<file path="config.mk">
export PLATFORM = sky130hd
export DESIGN_NAME = fpfwd_ex1
export DESIGN_NICKNAME = d
export VERILOG_FILES = /design/src/rtl/fpfwd_pkg.sv /design/src/rtl/fpfwd_tag_cmp.sv /design/src/rtl/fpfwd_pick.sv /design/src/rtl/fpfwd_opnd_mux.sv /design/src/rtl/fpfwd_ex1.sv
export SDC_FILE = /design/constraint.sdc
export NUM_CORES = 1
export LEC_CHECK = 0
export ABC_AREA = 0
export CAP_MARGIN = 20
export CORE_AREA = 2 2 219 221
export DETAILED_ROUTE_END_ITERATION = 8
export DIE_AREA = 0 0 221 223
export DONT_BUFFER_PORTS = 1
export GPL_ROUTABILITY_DRIVEN = 0
export GPL_TIMING_DRIVEN = 0
export SYNTH_ARGS = -nofsm -noshare
export SYNTH_HDL_FRONTEND = slang
export SYNTH_SLANG_ARGS = --single-unit
</file>
<file path="constraint.sdc">
create_clock -name vclk -period 6.45
set_input_delay 1.29 -clock vclk [all_inputs]
set_output_delay 1.29 -clock vclk [all_outputs]
set_load 0.01 [all_outputs]
</file>
<file path="src/rtl/fpfwd_pkg.sv">
package fpfwd_pkg;
  localparam int FWD_STAGES  = 4;  // EX-3, M1, M2, RW, youngest first
  localparam int BUSY_STAGES = 2;  // EX-1, EX-2: results not yet valid
  localparam int SEL_W       = $clog2(FWD_STAGES + 1);

  typedef enum logic [SEL_W-1:0] {
    SRC_RF  = 3'd0,
    SRC_EX3 = 3'd1,
    SRC_M1  = 3'd2,
    SRC_M2  = 3'd3,
    SRC_RW  = 3'd4
  } fwd_src_e;
endpackage

</file>
<file path="src/rtl/fpfwd_tag_cmp.sv">
module fpfwd_tag_cmp #(
  parameter int TAG_W   = 5,
  parameter int NUM_TAG = 4
) (
  input  logic [NUM_TAG-1:0]            we,
  input  logic [NUM_TAG-1:0][TAG_W-1:0] rd,
  input  logic [TAG_W-1:0]              rs,
  output logic [NUM_TAG-1:0]            hit
);
  // one comparator per older stage; register 0 has no special case
  for (genvar i = 0; i < NUM_TAG; i++) begin : g_cmp
    assign hit[i] = we[i] & (rd[i] == rs);
  end
endmodule

</file>
<file path="src/rtl/fpfwd_pick.sv">
module fpfwd_pick #(
  parameter int NUM_FWD = 4,
  parameter int SEL_W   = 3
) (
  input  logic [NUM_FWD-1:0] hit,
  output logic [SEL_W-1:0]   sel
);
  // bit 0 is the youngest source; scanning oldest-first lets it win last
  always_comb begin
    sel = '0;
    for (int i = NUM_FWD - 1; i >= 0; i--) begin
      if (hit[i]) sel = SEL_W'(i + 1);
    end
  end
endmodule

</file>
<file path="src/rtl/fpfwd_opnd_mux.sv">
module fpfwd_opnd_mux #(
  parameter int DATA_W  = 64,
  parameter int NUM_FWD = 4,
  parameter int SEL_W   = 3
) (
  input  logic [SEL_W-1:0]               sel,
  input  logic [DATA_W-1:0]              rf,
  input  logic [NUM_FWD-1:0][DATA_W-1:0] fwd,
  output logic [DATA_W-1:0]              out
);
  always_comb begin
    out = rf;
    for (int i = 0; i < NUM_FWD; i++) begin
      if (sel == SEL_W'(i + 1)) out = fwd[i];
    end
  end
endmodule

</file>
<file path="src/rtl/fpfwd_ex1.sv">
module fpfwd_ex1
  import fpfwd_pkg::*;
#(
  parameter int DATA_W = 64,
  parameter int TAG_W  = 5
) (
  input  logic [TAG_W-1:0]  rs_a,
  input  logic [TAG_W-1:0]  rs_b,
  input  logic [DATA_W-1:0] rf_a,
  input  logic [DATA_W-1:0] rf_b,
  input  logic              ex1_we,
  input  logic [TAG_W-1:0]  ex1_rd,
  input  logic              ex2_we,
  input  logic [TAG_W-1:0]  ex2_rd,
  input  logic              ex3_we,
  input  logic [TAG_W-1:0]  ex3_rd,
  input  logic [DATA_W-1:0] ex3_res,
  input  logic              m1_we,
  input  logic [TAG_W-1:0]  m1_rd,
  input  logic [DATA_W-1:0] m1_data,
  input  logic              m2_we,
  input  logic [TAG_W-1:0]  m2_rd,
  input  logic [DATA_W-1:0] m2_data,
  input  logic              rw_we,
  input  logic [TAG_W-1:0]  rw_rd,
  input  logic [DATA_W-1:0] rw_data,
  output logic [SEL_W-1:0]  sel_a,
  output logic [SEL_W-1:0]  sel_b,
  output logic [DATA_W-1:0] opnd_a,
  output logic [DATA_W-1:0] opnd_b,
  output logic              not_ready
);
  localparam int NUM_OPS = 2;

  // forwarding sources, index 0 youngest
  logic [FWD_STAGES-1:0]             fwd_we;
  logic [FWD_STAGES-1:0][TAG_W-1:0]  fwd_rd;
  logic [FWD_STAGES-1:0][DATA_W-1:0] fwd_data;
  // stages whose result is still partial
  logic [BUSY_STAGES-1:0]            busy_we;
  logic [BUSY_STAGES-1:0][TAG_W-1:0] busy_rd;

  logic [NUM_OPS-1:0][TAG_W-1:0]       rs_op;
  logic [NUM_OPS-1:0][DATA_W-1:0]      rf_op;
  logic [NUM_OPS-1:0][SEL_W-1:0]       sel_op;
  logic [NUM_OPS-1:0][DATA_W-1:0]      opnd_op;
  logic [NUM_OPS-1:0][FWD_STAGES-1:0]  fwd_hit;
  logic [NUM_OPS-1:0][BUSY_STAGES-1:0] busy_hit;

  assign fwd_we   = {rw_we, m2_we, m1_we, ex3_we};
  assign fwd_rd   = {rw_rd, m2_rd, m1_rd, ex3_rd};
  assign fwd_data = {rw_data, m2_data, m1_data, ex3_res};
  assign busy_we  = {ex2_we, ex1_we};
  assign busy_rd  = {ex2_rd, ex1_rd};

  assign rs_op = {rs_b, rs_a};
  assign rf_op = {rf_b, rf_a};

  for (genvar k = 0; k < NUM_OPS; k++) begin : g_op
    fpfwd_tag_cmp #(.TAG_W(TAG_W), .NUM_TAG(FWD_STAGES)) u_fwd_cmp (
      .we (fwd_we),
      .rd (fwd_rd),
      .rs (rs_op[k]),
      .hit(fwd_hit[k])
    );

    fpfwd_tag_cmp #(.TAG_W(TAG_W), .NUM_TAG(BUSY_STAGES)) u_busy_cmp (
      .we (busy_we),
      .rd (busy_rd),
      .rs (rs_op[k]),
      .hit(busy_hit[k])
    );

    fpfwd_pick #(.NUM_FWD(FWD_STAGES), .SEL_W(SEL_W)) u_pick (
      .hit(fwd_hit[k]),
      .sel(sel_op[k])
    );

    fpfwd_opnd_mux #(.DATA_W(DATA_W), .NUM_FWD(FWD_STAGES), .SEL_W(SEL_W)) u_mux (
      .sel(sel_op[k]),
      .rf (rf_op[k]),
      .fwd(fwd_data),
      .out(opnd_op[k])
    );
  end

  assign sel_a     = sel_op[0];
  assign sel_b     = sel_op[1];
  assign opnd_a    = opnd_op[0];
  assign opnd_b    = opnd_op[1];
  assign not_ready = |busy_hit;

  // cross-checks between tag compare, priority pick, mux and flag
  always_comb begin : chk
    for (int k = 0; k < NUM_OPS; k++) begin
      assert_sel_range_R11: assert (sel_op[k] <= SEL_W'(FWD_STAGES))
        else $error("select out of range");
      if (sel_op[k] == SEL_W'(SRC_RF)) begin
        assert_rf_value_R1: assert (opnd_op[k] == rf_op[k])
          else $error("register-file operand corrupted");
        for (int i = 0; i < FWD_STAGES; i++) begin
          assert_rf_nomatch_R1: assert (!(fwd_we[i] && fwd_rd[i] == rs_op[k]))
            else $error("match ignored");
        end
      end
      for (int i = 0; i < FWD_STAGES; i++) begin
        if (sel_op[k] == SEL_W'(i + 1)) begin
          assert_src_enabled_R7: assert (fwd_we[i] && fwd_rd[i] == rs_op[k])
            else $error("forwarded from a non-matching stage");
          assert_fwd_value_R2: assert (opnd_op[k] == fwd_data[i])
            else $error("forwarded value differs from source");
          for (int j = 0; j < i; j++) begin
            assert_youngest_R6: assert (!(fwd_we[j] && fwd_rd[j] == rs_op[k]))
              else $error("older source chosen over younger");
          end
        end
      end
      for (int b = 0; b < BUSY_STAGES; b++) begin
        if (busy_we[b] && busy_rd[b] == rs_op[k]) begin
          assert_partial_flag_R9: assert (not_ready)
            else $error("partial-result dependency not flagged");
        end
      end
    end
  end
endmodule

</file>
Word-level counts from Yosys, hierarchy flattened:

Index checks and enable logic that the tools add are counted.

* bitwise logic cells: 12
* multiplexer cells: 16
* reduce and logical (&&, ||, !) cells: 1
* equal/unequal tests: 20

Operators by type and width (number)
* 2-to-1 mux 64 bit: 8
* == test 5 bit: 12
* 2-to-1 mux 3 bit: 8
* AND 1 bit: 12
* == test 3 x 2 -> 1 bit (second input constant): 4
* == test 3 x 1 -> 1 bit (second input constant): 2
* == test 3 bit (second input constant): 2
* OR reduction 4 bit: 1

* word-level logic and storage cells: 49
* bits of input ports: 430
* register bits after elaboration: 0
* output and inout port bits: 135

Longest topological paths before layout:

Gate-level depths: netlist of the first run.

* word-level depth: 11
* depth in mapped cells: 10
* depth with buffers taken out: 6

By module:

From an unflattened synthesis of the first run, not the netlist that was laid out.

* cells, all modules: 839
* area total of the unflattened synthesis: 6533.8 µm²

By module, submodules not included
* fpfwd_opnd_mux: instances 2, cells an instance 372, seq. area each 0.0 µm², area an instance 2890.3 µm²
* fpfwd_tag_cmp at g_op[0].u_fwd_cmp ...: instances 2, cells an instance 28, seq. area each 0.0 µm², area an instance 225.2 µm²
* fpfwd_tag_cmp at g_op[0].u_busy_cmp ...: instances 2, cells an instance 14, seq. area each 0.0 µm², area an instance 112.6 µm²
* fpfwd_pick: instances 2, cells an instance 5, seq. area each 0.0 µm², area an instance 35.0 µm²
* fpfwd_ex1: instances 1, cells an instance 1, seq. area each 0.0 µm², area an instance 7.5 µm²

Least setup slack after synthesis of the first run:

OpenSTA, ideal clock, no wires.

* path kind: in2out
* start point: input rs_a[2]
* end point: output opnd_a[10]
* stages: 10
* data arrival time: 2890 ps
* setup slack: 2270 ps
* buffers on the path: 4
* required time: 5160 ps
* cell sequence: buf_4 xor2_1 nor3_2 nand3_1 and4_4 buf_6 and2_4 buf_6 buf_6 a22o_1

* longest elaborated chain between the ends: 11
* elaborated cells on any way between the ends: 20
* classes of those cells: 8 x eq/ne; 8 x mux; 4 x bitwise

Ends and longest elaborated chain
* start, declared: RTL line fpfwd_ex1.sv:7 `input logic [TAG_W-1:0] rs_a,`
* == test 5 bit: RTL line fpfwd_tag_cmp.sv:12 `assign hit[i] = we[i] & (rd[i] == rs);`
* AND 1 bit: RTL line fpfwd_tag_cmp.sv:12
* 2-to-1 mux 3 bit (3 in series): RTL line fpfwd_pick.sv:12 `if (hit[i]) sel = SEL_W'(i + 1);`
* 2-to-1 mux 3 bit (*): RTL line fpfwd_pick.sv:12
* == test 3 x 1 -> 1 bit
* 2-to-1 mux 64 bit (3 in series): RTL line fpfwd_opnd_mux.sv:14 `if (sel == SEL_W'(i + 1)) out = fwd[i];`
* 2-to-1 mux 64 bit (*): RTL line fpfwd_opnd_mux.sv:14
* end, declared: RTL line fpfwd_ex1.sv:29 `output logic [DATA_W-1:0] opnd_a,`

Every way passes the cells marked *; elsewhere a longest branch is shown, timed or not.

Worst setup path in the final report of the first run:

* start point: input rs_b[2]
* end point: output opnd_b[43]

* longest elaborated chain between the ends: 11
* elaborated cells on any way between the ends: 20
* classes of those cells: 8 x eq/ne; 8 x mux; 4 x bitwise

Ends and longest elaborated chain
* start, declared: RTL line fpfwd_ex1.sv:8 `input logic [TAG_W-1:0] rs_b,`
* == test 5 bit: RTL line fpfwd_tag_cmp.sv:12
* AND 1 bit: RTL line fpfwd_tag_cmp.sv:12
* 2-to-1 mux 3 bit (3 in series): RTL line fpfwd_pick.sv:12
* 2-to-1 mux 3 bit (*): RTL line fpfwd_pick.sv:12
* == test 3 x 1 -> 1 bit
* 2-to-1 mux 64 bit (3 in series): RTL line fpfwd_opnd_mux.sv:14
* 2-to-1 mux 64 bit (*): RTL line fpfwd_opnd_mux.sv:14
* end, declared: RTL line fpfwd_ex1.sv:30 `output logic [DATA_W-1:0] opnd_b,`

Marks and branches as above.

==> results of run 1 <==
-- logic make-up after synthesis --
group	count (synthesis)
AOI/OAI and AO/OA	509
buffers and inverters	144
xor gates and xnor gates	60
muxes	64
and+or+nand+nor	243
-- power breakdown --
part	internal, mW	switching [mW]
clock	0.000000125	0
sequential	0	0
combinational	0.166	0.337
-- layout make-up --
class,instances,area share
diodes,6,0.00192
plain buffers,142,0.0910
inverters,2,0.000961
multi-input cells,876,0.783
well taps,615,0.0985
repair buffers,13,0.0250
-- synthesized netlist by cell type, types with 2 or more instances --
master / number / share of area
nand3_1: 74 / 0.054
nand4_1: 8 / 0.0073
xnor2_1: 22 / 0.028
inv_1: 2 / 0.0011
clkbuf_1: 86 / 0.047
buf_6: 17 / 0.028
o21bai_1: 57 / 0.063
a31o_2: 3 / 0.0038
nor4b_1: 2 / 0.0026
a22oi_1: 64 / 0.070
nor4_1: 2 / 0.0018
mux2i_1: 64 / 0.094
nor2_1: 5 / 0.0027
nor3_1: 6 / 0.0044
a31oi_1: 64 / 0.059
buf_4: 6 / 0.0066
nand2_1: 68 / 0.037
and2_1: 4 / 0.0037
a22o_1: 64 / 0.082
buf_2: 22 / 0.016
xor2_1: 38 / 0.049
buf_1: 11 / 0.0060
nand2b_1: 68 / 0.062
o21ai_0: 124 / 0.091
and3_1: 2 / 0.0018
o221ai_1: 128 / 0.16
a21oi_1: 2 / 0.0015
-- routing by layer --
metal	track usage	wire, µm
met1	0.271	22800
met2	0.381	27100
met5	0	25
met3	0.0711	7010
met4	0.0771	2920
-- cells in the final DEF, fill, tap and decap left out --
cell and instances:
buf_8 13, clkbuf_1 86, a22oi_1 64, diode_2 6, nor2_1 4, a2111o_1 1
nor4_1 2, a22o_1 64, o221ai_1 128, o21ai_0 124, buf_2 22, a31oi_1 64
nand2b_1 68, nor4b_1 2, xor2_1 38, nor3_4 1, a21oi_1 2, o21bai_1 57
xnor2_1 22, nand4_1 8, nor3_1 6, mux2i_1 64, nor2_2 1, inv_1 2
and2_4 1, buf_6 17, a31o_2 3, buf_4 6, nand2_1 68, buf_1 11
a32o_1 1, a21boi_2 1, nand3_1 74, and4_4 1, nor3_2 1, and2_1 4
and3_1 2
-- how the worst max path moves through the flow --
| stage | end | depth (start not counted) | slack [ns] | from |
|---|---|---|---|---|
| 2_1_floorplan | opnd_a[10] | 10 | 2.27 | rs_a[2] |
| 3_3_place_gp | opnd_a[13] | 6 | 0.21 | ex3_we |
| 3_5_place_dp | opnd_b[45] | 8 | 0.79 | rs_b[2] |
| 4_1_cts | opnd_b[45] | 8 | 0.78 | rs_b[2] |
| 5_1_grt | opnd_b[43] | 8 | 0.54 | rs_b[2] |
| 6_report | opnd_b[43] | 8 | 0.62 | rs_b[2] |
-- stage by stage --
step	power, mW	hold slack, ns	cells	area (µm²)
global placement	0.470	2.74	1635	7600
finish	0.503	2.72	1654	7810
floorplan	0.331	2.71	1020	6830
CTS	0.489	2.72	1647	7780
global route	0.529	2.74	1649	7800
detailed placement	0.488	2.72	1647	7780
==> impl_metrics.json, run 1 <==
{
  "status": "finished, final reports clean",
  "power.density_nw_per_um2": 64.4,
  "worstHoldPathType": "in -> out",
  "timing.fmax_mhz": 172,
  "avgViaCountPerCell": 6.32,
  "dieArea_um2": 49300,
  "synthSimpleGateAreaFrac": 0.185,
  "crit_arrival_ns": 4.54,
  "required_ns": 5.16,
  "period_needed_ns": 5.83,
  "setup_ws_ns": 0.621,
  "syn_avg_cell_area_um2": 6.69,
  "coreArea_um2": 47100,
  "die_y_um": 223,
  "yosysSeqAreaShare": 0,
  "final.clkbuf_count": 0,
  "ios": 565,
  "avgRoutedWirePerCell_um": 36.2,
  "drv_cap": 0,
  "crit_family": "buffers and inverters",
  "p_leak_nw": 2.96,
  "worst_slew_pin_slew_ns": 1.00,
  "synth_compound_area_frac": 0.539,
  "hold_violations": 0,
  "cts-resized-gates": 0,
  "regArea_um2": 0,
  "syn_inst": 1020,
  "synthMuxAreaShare": 0.0938,
  "crit_buf_inv": 3,
  "start_util": 0.145,
  "holdPathStages": 2,
  "hpwl_mm": 47.4,
  "start_kind": "primary input",
  "ant_nets": 0,
  "relSlewSlack": 0.330,
  "grt_pass1_wl_mm": 81.1,
  "dieWidth_um": 221,
  "initialDrtViolationCount": 1616,
  "grt_max_degree": 11,
  "rsz0062_at_grt": "false",
  "ys_types": 34,
  "fin_crit_sh": 0.904,
  "whs_endpoint": "not_ready",
  "critical_path.most_common_cell": "buf_2",
  "routed_wl_mm": 59.9,
  "place_ws_ns": 0.787,
  "path_class": "in -> out",
  "rows": 80,
  "critical_path.max_stage_delay_ns": 0.74,
  "seq_cells": 0,
  "overflow": 0,
  "hp-start": "ex2_we",
  "syn_to_final_growth_pct": 14.4,
  "finalSetupViolations": 0,
  "drc": 0,
  "via_count": 10400,
  "nets": 1465,
  "synth_top_family_by_area": "compound AO/OA/AOI/OAI gates",
  "grtUsageTotal": 0.226,
  "fillCellCount": 5385,
  "drive_gt1_frac": 0.0649,
  "port_buffers": 0,
  "multi_input_area_um2": 6110,
  "syn_area_um2": 6830,
  "antenna_found_initial": 6,
  "crit_path_end_kind": "output port",
  "first_pass_iters": 9,
  "synthXorXnorAreaFrac": 0.0770,
  "grt_pass1_vias": 10400,
  "syn_nets": 1450,
  "slowest_stage": "nor3_4",
  "synth_warnings": 0,
  "fin_util": 0.166,
  "crit_chain": "buf_2 -> xor2_1 -> nor3_4 -> and2_1 -> buf_2 -> clkbuf_1 -> nand3_1 -> a22oi_1",
  "synthAdderAreaFrac": 0,
  "cts_setup_buffers": 0,
  "fin_setup_tns_ns": 0,
  "ir_drop_uv": 19.4,
  "hold_buffers": 0,
  "drv_slew": 0,
  "path_max_fanout": 10
}
Note: power is estimated with default switching activity, not from simulation.
==> run 2: changes to the inputs <==
==> constraint.sdc (replaced) <==
create_clock -name vclk -period 5.5
set_input_delay 1.375 -clock vclk [all_inputs]
set_output_delay 1.375 -clock vclk [all_outputs]
set_load 0.01 [all_outputs]
==> run 2 against run 1 <==
Against the previous run: global-route usage about the same; core utilization rose by 0.20 points; worst setup slack lost 0.50 ns; largest cell class unchanged; critical endpoint unchanged; highest routed layer unchanged; design area rose by 1.2%; cell count is 0.36% higher; critical path type unchanged; die area stayed put.
==> impl_metrics.json, run 2 (synthesized netlist as in run 1, its figures left out) <==
{
  "status": "finished, final reports clean",
  "grt_pass1_wl_mm": 81.2,
  "crit_arrival_ns": 4.00,
  "worstHoldPathType": "in -> out",
  "worst_slew_pin_slew_ns": 1.03,
  "rows": 80,
  "p_leak_nw": 3.03,
  "dieWidth_um": 221,
  "seq_cells": 0,
  "hpwl_mm": 47.4,
  "via_count": 10700,
  "drv_slew": 0,
  "regArea_um2": 0,
  "finalSetupViolations": 0,
  "critical_path.most_common_cell": "buf_2",
  "drv_cap": 0,
  "required_ns": 4.12,
  "die_y_um": 223,
  "drc": 0,
  "grt_pass1_vias": 10400,
  "ir_drop_uv": 23.8,
  "place_ws_ns": -0.333,
  "power.density_nw_per_um2": 76.2,
  "relSlewSlack": 0.313,
  "timing.fmax_mhz": 186,
  "critical_path.max_stage_delay_ns": 0.58,
  "final_common_cell": "o221ai_1",
  "ios": 565,
  "first_pass_iters": 9,
  "avgRoutedWirePerCell_um": 36.2,
  "fin_crit_sh": 0.977,
  "rsz0062_at_grt": "false",
  "final.clkbuf_count": 0,
  "avgViaCountPerCell": 6.43,
  "period_needed_ns": 5.37,
  "dieArea_um2": 49300,
  "hold_violations": 0,
  "initialDrtViolationCount": 1529,
  "coreArea_um2": 47100,
  "antenna_found_initial": 5,
  "path_max_fanout": 10,
  "fin_setup_tns_ns": 0,
  "slowest_stage": "buf_1",
  "setup_ws_ns": 0.126,
  "syn_to_final_growth_pct": 15.8,
  "path_class": "in -> out",
  "routed_wl_mm": 60.1,
  "overflow": 0,
  "grt_max_degree": 11,
  "port_buffers": 0,
  "fillCellCount": 5373,
  "mostFrequentLayoutCells": "o221ai_1, o21ai_0, clkbuf_1, nand3_1",
  "drive_gt1_frac": 0.0845,
  "crit_path_end_kind": "output port",
  "hold_buffers": 0,
  "start_util": 0.145,
  "start_kind": "primary input",
  "ant_nets": 0,
  "crit_chain": "buf_2 -> xor2_1 -> nor3_4 -> buf_12 -> buf_4 -> nand2_1 -> buf_2 -> buf_1 -> o21bai_1 -> mux2i_1 -> a22oi_2",
  "nets": 1473,
  "grtUsageTotal": 0.226
}
==> run 2: cell count changes in the layout (fill, tap and decap cells not counted) <==
cell / before / now
a22oi_1: 64 / 61
a22oi_2: 0 / 3
buf_1: 11 / 9
buf_12: 0 / 1
buf_2: 22 / 23
buf_4: 6 / 13
buf_6: 17 / 18
buf_8: 13 / 12
clkbuf_1: 86 / 78
clkbuf_2: 0 / 9
diode_2: 6 / 4
nor2_2: 1 / 0
nor2_4: 0 / 1
==> run 2: final cells by class <==
class                           count  area (µm²)  share of cell area
Multi-Input combinational cell    876        6130               0.776
Buffer                            142         723              0.0915
Tap cell                          615         769              0.0973
Antenna cell                        4        10.0             0.00127
Timing Repair Buffer               21         264              0.0334
Inverter                            2        7.51            0.000950
==> run 2: through the flow <==
| stage | utilization | total power [mW] | hold slack (ns) | area, µm² | std cells |
|---|---|---|---|---|---|
| finish | 0.168 | 0.602 | 2.89 | 7910 | 1660 |
| global route | 0.168 | 0.632 | 2.91 | 7900 | 1657 |
| CTS | 0.166 | 0.580 | 2.89 | 7840 | 1652 |
| detailed placement | 0.165 | 0.572 | 2.89 | 7780 | 1647 |
| global placement | 0.161 | 0.552 | 2.91 | 7600 | 1635 |
| floorplan | - | 0.388 | 2.88 | 6830 | 1020 |
==> run 2: where the power goes <==
| part | leakage [nW] | switching (mW) | internal, mW | total [mW] |
|---|---|---|---|---|
| combinational | 3.03 | 0.400 | 0.202 | 0.602 |
| clock | 0.0000254 | 0 | 0.0000000975 | 0.0000000975 |
| sequential | 0 | 0 | 0 | 0 |
==> run 2: worst max-delay path, delay by kind of cell <==
family | cells | cell delay [ns]
and+or+nand+nor | 2 | 0.16
muxes | 1 | 0.23
xor gates and xnor gates | 1 | 0.26
buffers and inverters | 5 | 1.55
AOI/OAI and AO/OA | 2 | 0.39
==> run 2: routing by layer <==
layer	vias up	track usage	share of wire	wire (µm)
met5	-	0	0.00043	26
met4	4	0.0823	0.055	3290
met3	330	0.0732	0.12	6960
met2	1177	0.379	0.45	26900
met1	5024	0.270	0.38	22900
li1	4131	-	-	-
==> run 2: path summary, 6_finish.rpt <==
kind,from,to,slack (ns),cells after the start
max,rs_b[0],opnd_b[43],0.13,11
min,ex2_we,not_ready,2.89,2
==> run 2: what timing repair did <==
action,CTS,global route
resized for setup,3,19
pin swaps,2,1
endpoints found under the setup margin,61,30
buffers inserted,5,3
==> run 3: changes to the inputs <==
Settings changed: CORE_AREA 2 2 219 221 to 2 2 218 220, DIE_AREA 0 0 221 223 to 0 0 220 222.
Clock period 5.5 ns to 6 ns, I/O delays scaled along.
==> run 3 against run 2 <==
Against the previous run: the run now ends with DRC left; hold slack improved by 0.25 ns; total power decreased by 9.4%; via count decreased by 0.35%; non-clock buffer count decreased by 8.
==> impl_metrics.json, run 3 (synthesized netlist as in run 1, its figures left out) <==
{
  "p_sw_mw": 0.364,
  "worst_slew_pin_slew_ns": 1.10,
  "avgViaCountPerCell": 6.44,
  "grt_pass1_wl_mm": 79.2,
  "worstHoldPathType": "in -> out",
  "routed_wl_mm": 60.5,
  "relSlewSlack": 0.268,
  "hold_violations": 0,
  "critical_path.max_stage_delay_ns": 0.63,
  "layout.cells.non_filler": 1650,
  "hold_buffers": 0,
  "crit_path_end_kind": "output port",
  "fin_util": 0.169,
  "power.density_nw_per_um2": 69.7,
  "crit_chain": "buf_2 -> xor2_1 -> nor3_1 -> a21boi_2 -> clkbuf_2 -> clkbuf_1 -> o21ai_0 -> a22o_1",
  "fin_crit_sh": 0.971,
  "post_dp_cell_area_um2": 7750,
  "overflow": 0,
  "regArea_um2": 0,
  "crit_path_start": "rs_a[1]",
  "drive_gt1_frac": 0.0678,
  "drc": 2,
  "slowest_stage": "clkbuf_1",
  "start_kind": "primary input",
  "start_util": 0.148,
  "initialDrtViolationCount": 1437,
  "port_buffers": 0,
  "dieArea_um2": 48800,
  "avgRoutedWirePerCell_um": 36.6,
  "hpwl_mm": 47.8,
  "path_max_fanout": 10,
  "seqPwrFrac": 0,
  "ant_nets": 0,
  "coreArea_um2": 46300,
  "drv_slew": 0,
  "clkPwrFrac": 0,
  "dieWidth_um": 220,
  "crit_arrival_ns": 4.33,
  "dp.cells": 1636,
  "die_y_um": 222,
  "violations": "DRC",
  "finalSetupViolations": 0,
  "crit_path_end": "opnd_a[38]",
  "ios": 565,
  "grt_max_degree": 11,
  "grt_pass1_vias": 10300,
  "mostFrequentLayoutCells": "o221ai_1, o21ai_0, clkbuf_1, nand3_1",
  "drv_cap": 0,
  "final.clkbuf_count": 0,
  "required_ns": 4.50,
  "via_count": 10600,
  "path_class": "in -> out",
  "antenna_found_initial": 16,
  "nets": 1465,
  "multi_input_area_um2": 6120,
  "rsz0062_at_grt": "false",
  "status": "finished, violations left",
  "swShare": 0.668,
  "first_pass_iters": 9,
  "final_common_cell": "o221ai_1",
  "period_needed_ns": 5.83,
  "combPwrFrac": 1.000,
  "seq_cells": 0,
  "syn_to_final_growth_pct": 14.7,
  "holdPathStages": 2,
  "grtUsageTotal": 0.227,
  "ir_drop_uv": 26.5,
  "fillCellCount": 5338,
  "timing.fmax_mhz": 172,
  "design_area_um2": 7830,
  "rows": 79,
  "p_int_mw": 0.181,
  "holdWs_ns": 3.15,
  "p_leak_nw": 2.97
}
[run 3: cell type report]
class,instances,share of cell area
buffer,142,0.0911
tap,607,0.0970
antenna,10,0.00320
inverter,2,0.000959
multi-input combinational,876,0.782
timing repair buffer,13,0.0259
[run 3: through the flow]
step / worst slack (ns) / setup TNS (ns) / total power [mW]
2_1_floorplan: 1.40 / 0 / 0.356
3_3_place_gp: -0.424 / -14.48 / 0.504
3_5_place_dp: -0.130 / -0.286 / 0.523
4_1_cts: 0.0734 / 0 / 0.524
5_1_grt: 0.0346 / 0 / 0.574
6_report: 0.174 / 0 / 0.545
[run 3: power by group through the flow]
stage	combinational [mW]	sequential, mW	clock, mW
CTS	0.524	0	0
global placement	0.504	0	0
finish	0.545	0	0.000000224
global route	0.574	0	0.000000156
detailed placement	0.523	0	0
floorplan	0.356	0	0
[run 3: worst max-delay path: cells and delay by family]
family / cells / cell delay, ns
xor+xnor: 1 / 0.24
simple gates: 1 / 0.17
buf+inv: 3 / 1.36
compound gates: 3 / 1.03
[run 3: what timing repair did]
item                                    CTS  global route
endpoints found under the setup margin   10             5
hold endpoints to repair                  0             0
buffers inserted                          0             4
pin swaps                                 0             1
gates resized for setup                   2             2
[run 3: worst min path at each step]
stage | from | end | slack (ns)
3_5_place_dp | ex2_we | not_ready | 3.14
5_1_grt | ex2_we | not_ready | 3.15
2_1_floorplan | ex2_we | not_ready | 3.13
4_1_cts | ex2_we | not_ready | 3.14
6_report | ex2_we | not_ready | 3.15
3_3_place_gp | ex2_we | not_ready | 3.14
[run 3: routing by layer]
layer / routed length (µm) / vias up / part of all wire / track usage
met1: 22100 / 4977 / 0.37 / 0.257
li1: - / 4128 / - / -
met3: 7660 / 301 / 0.13 / 0.0811
met4: 3570 / 4 / 0.059 / 0.105
met5: 27 / - / 0.00045 / 0
met2: 27100 / 1219 / 0.45 / 0.379
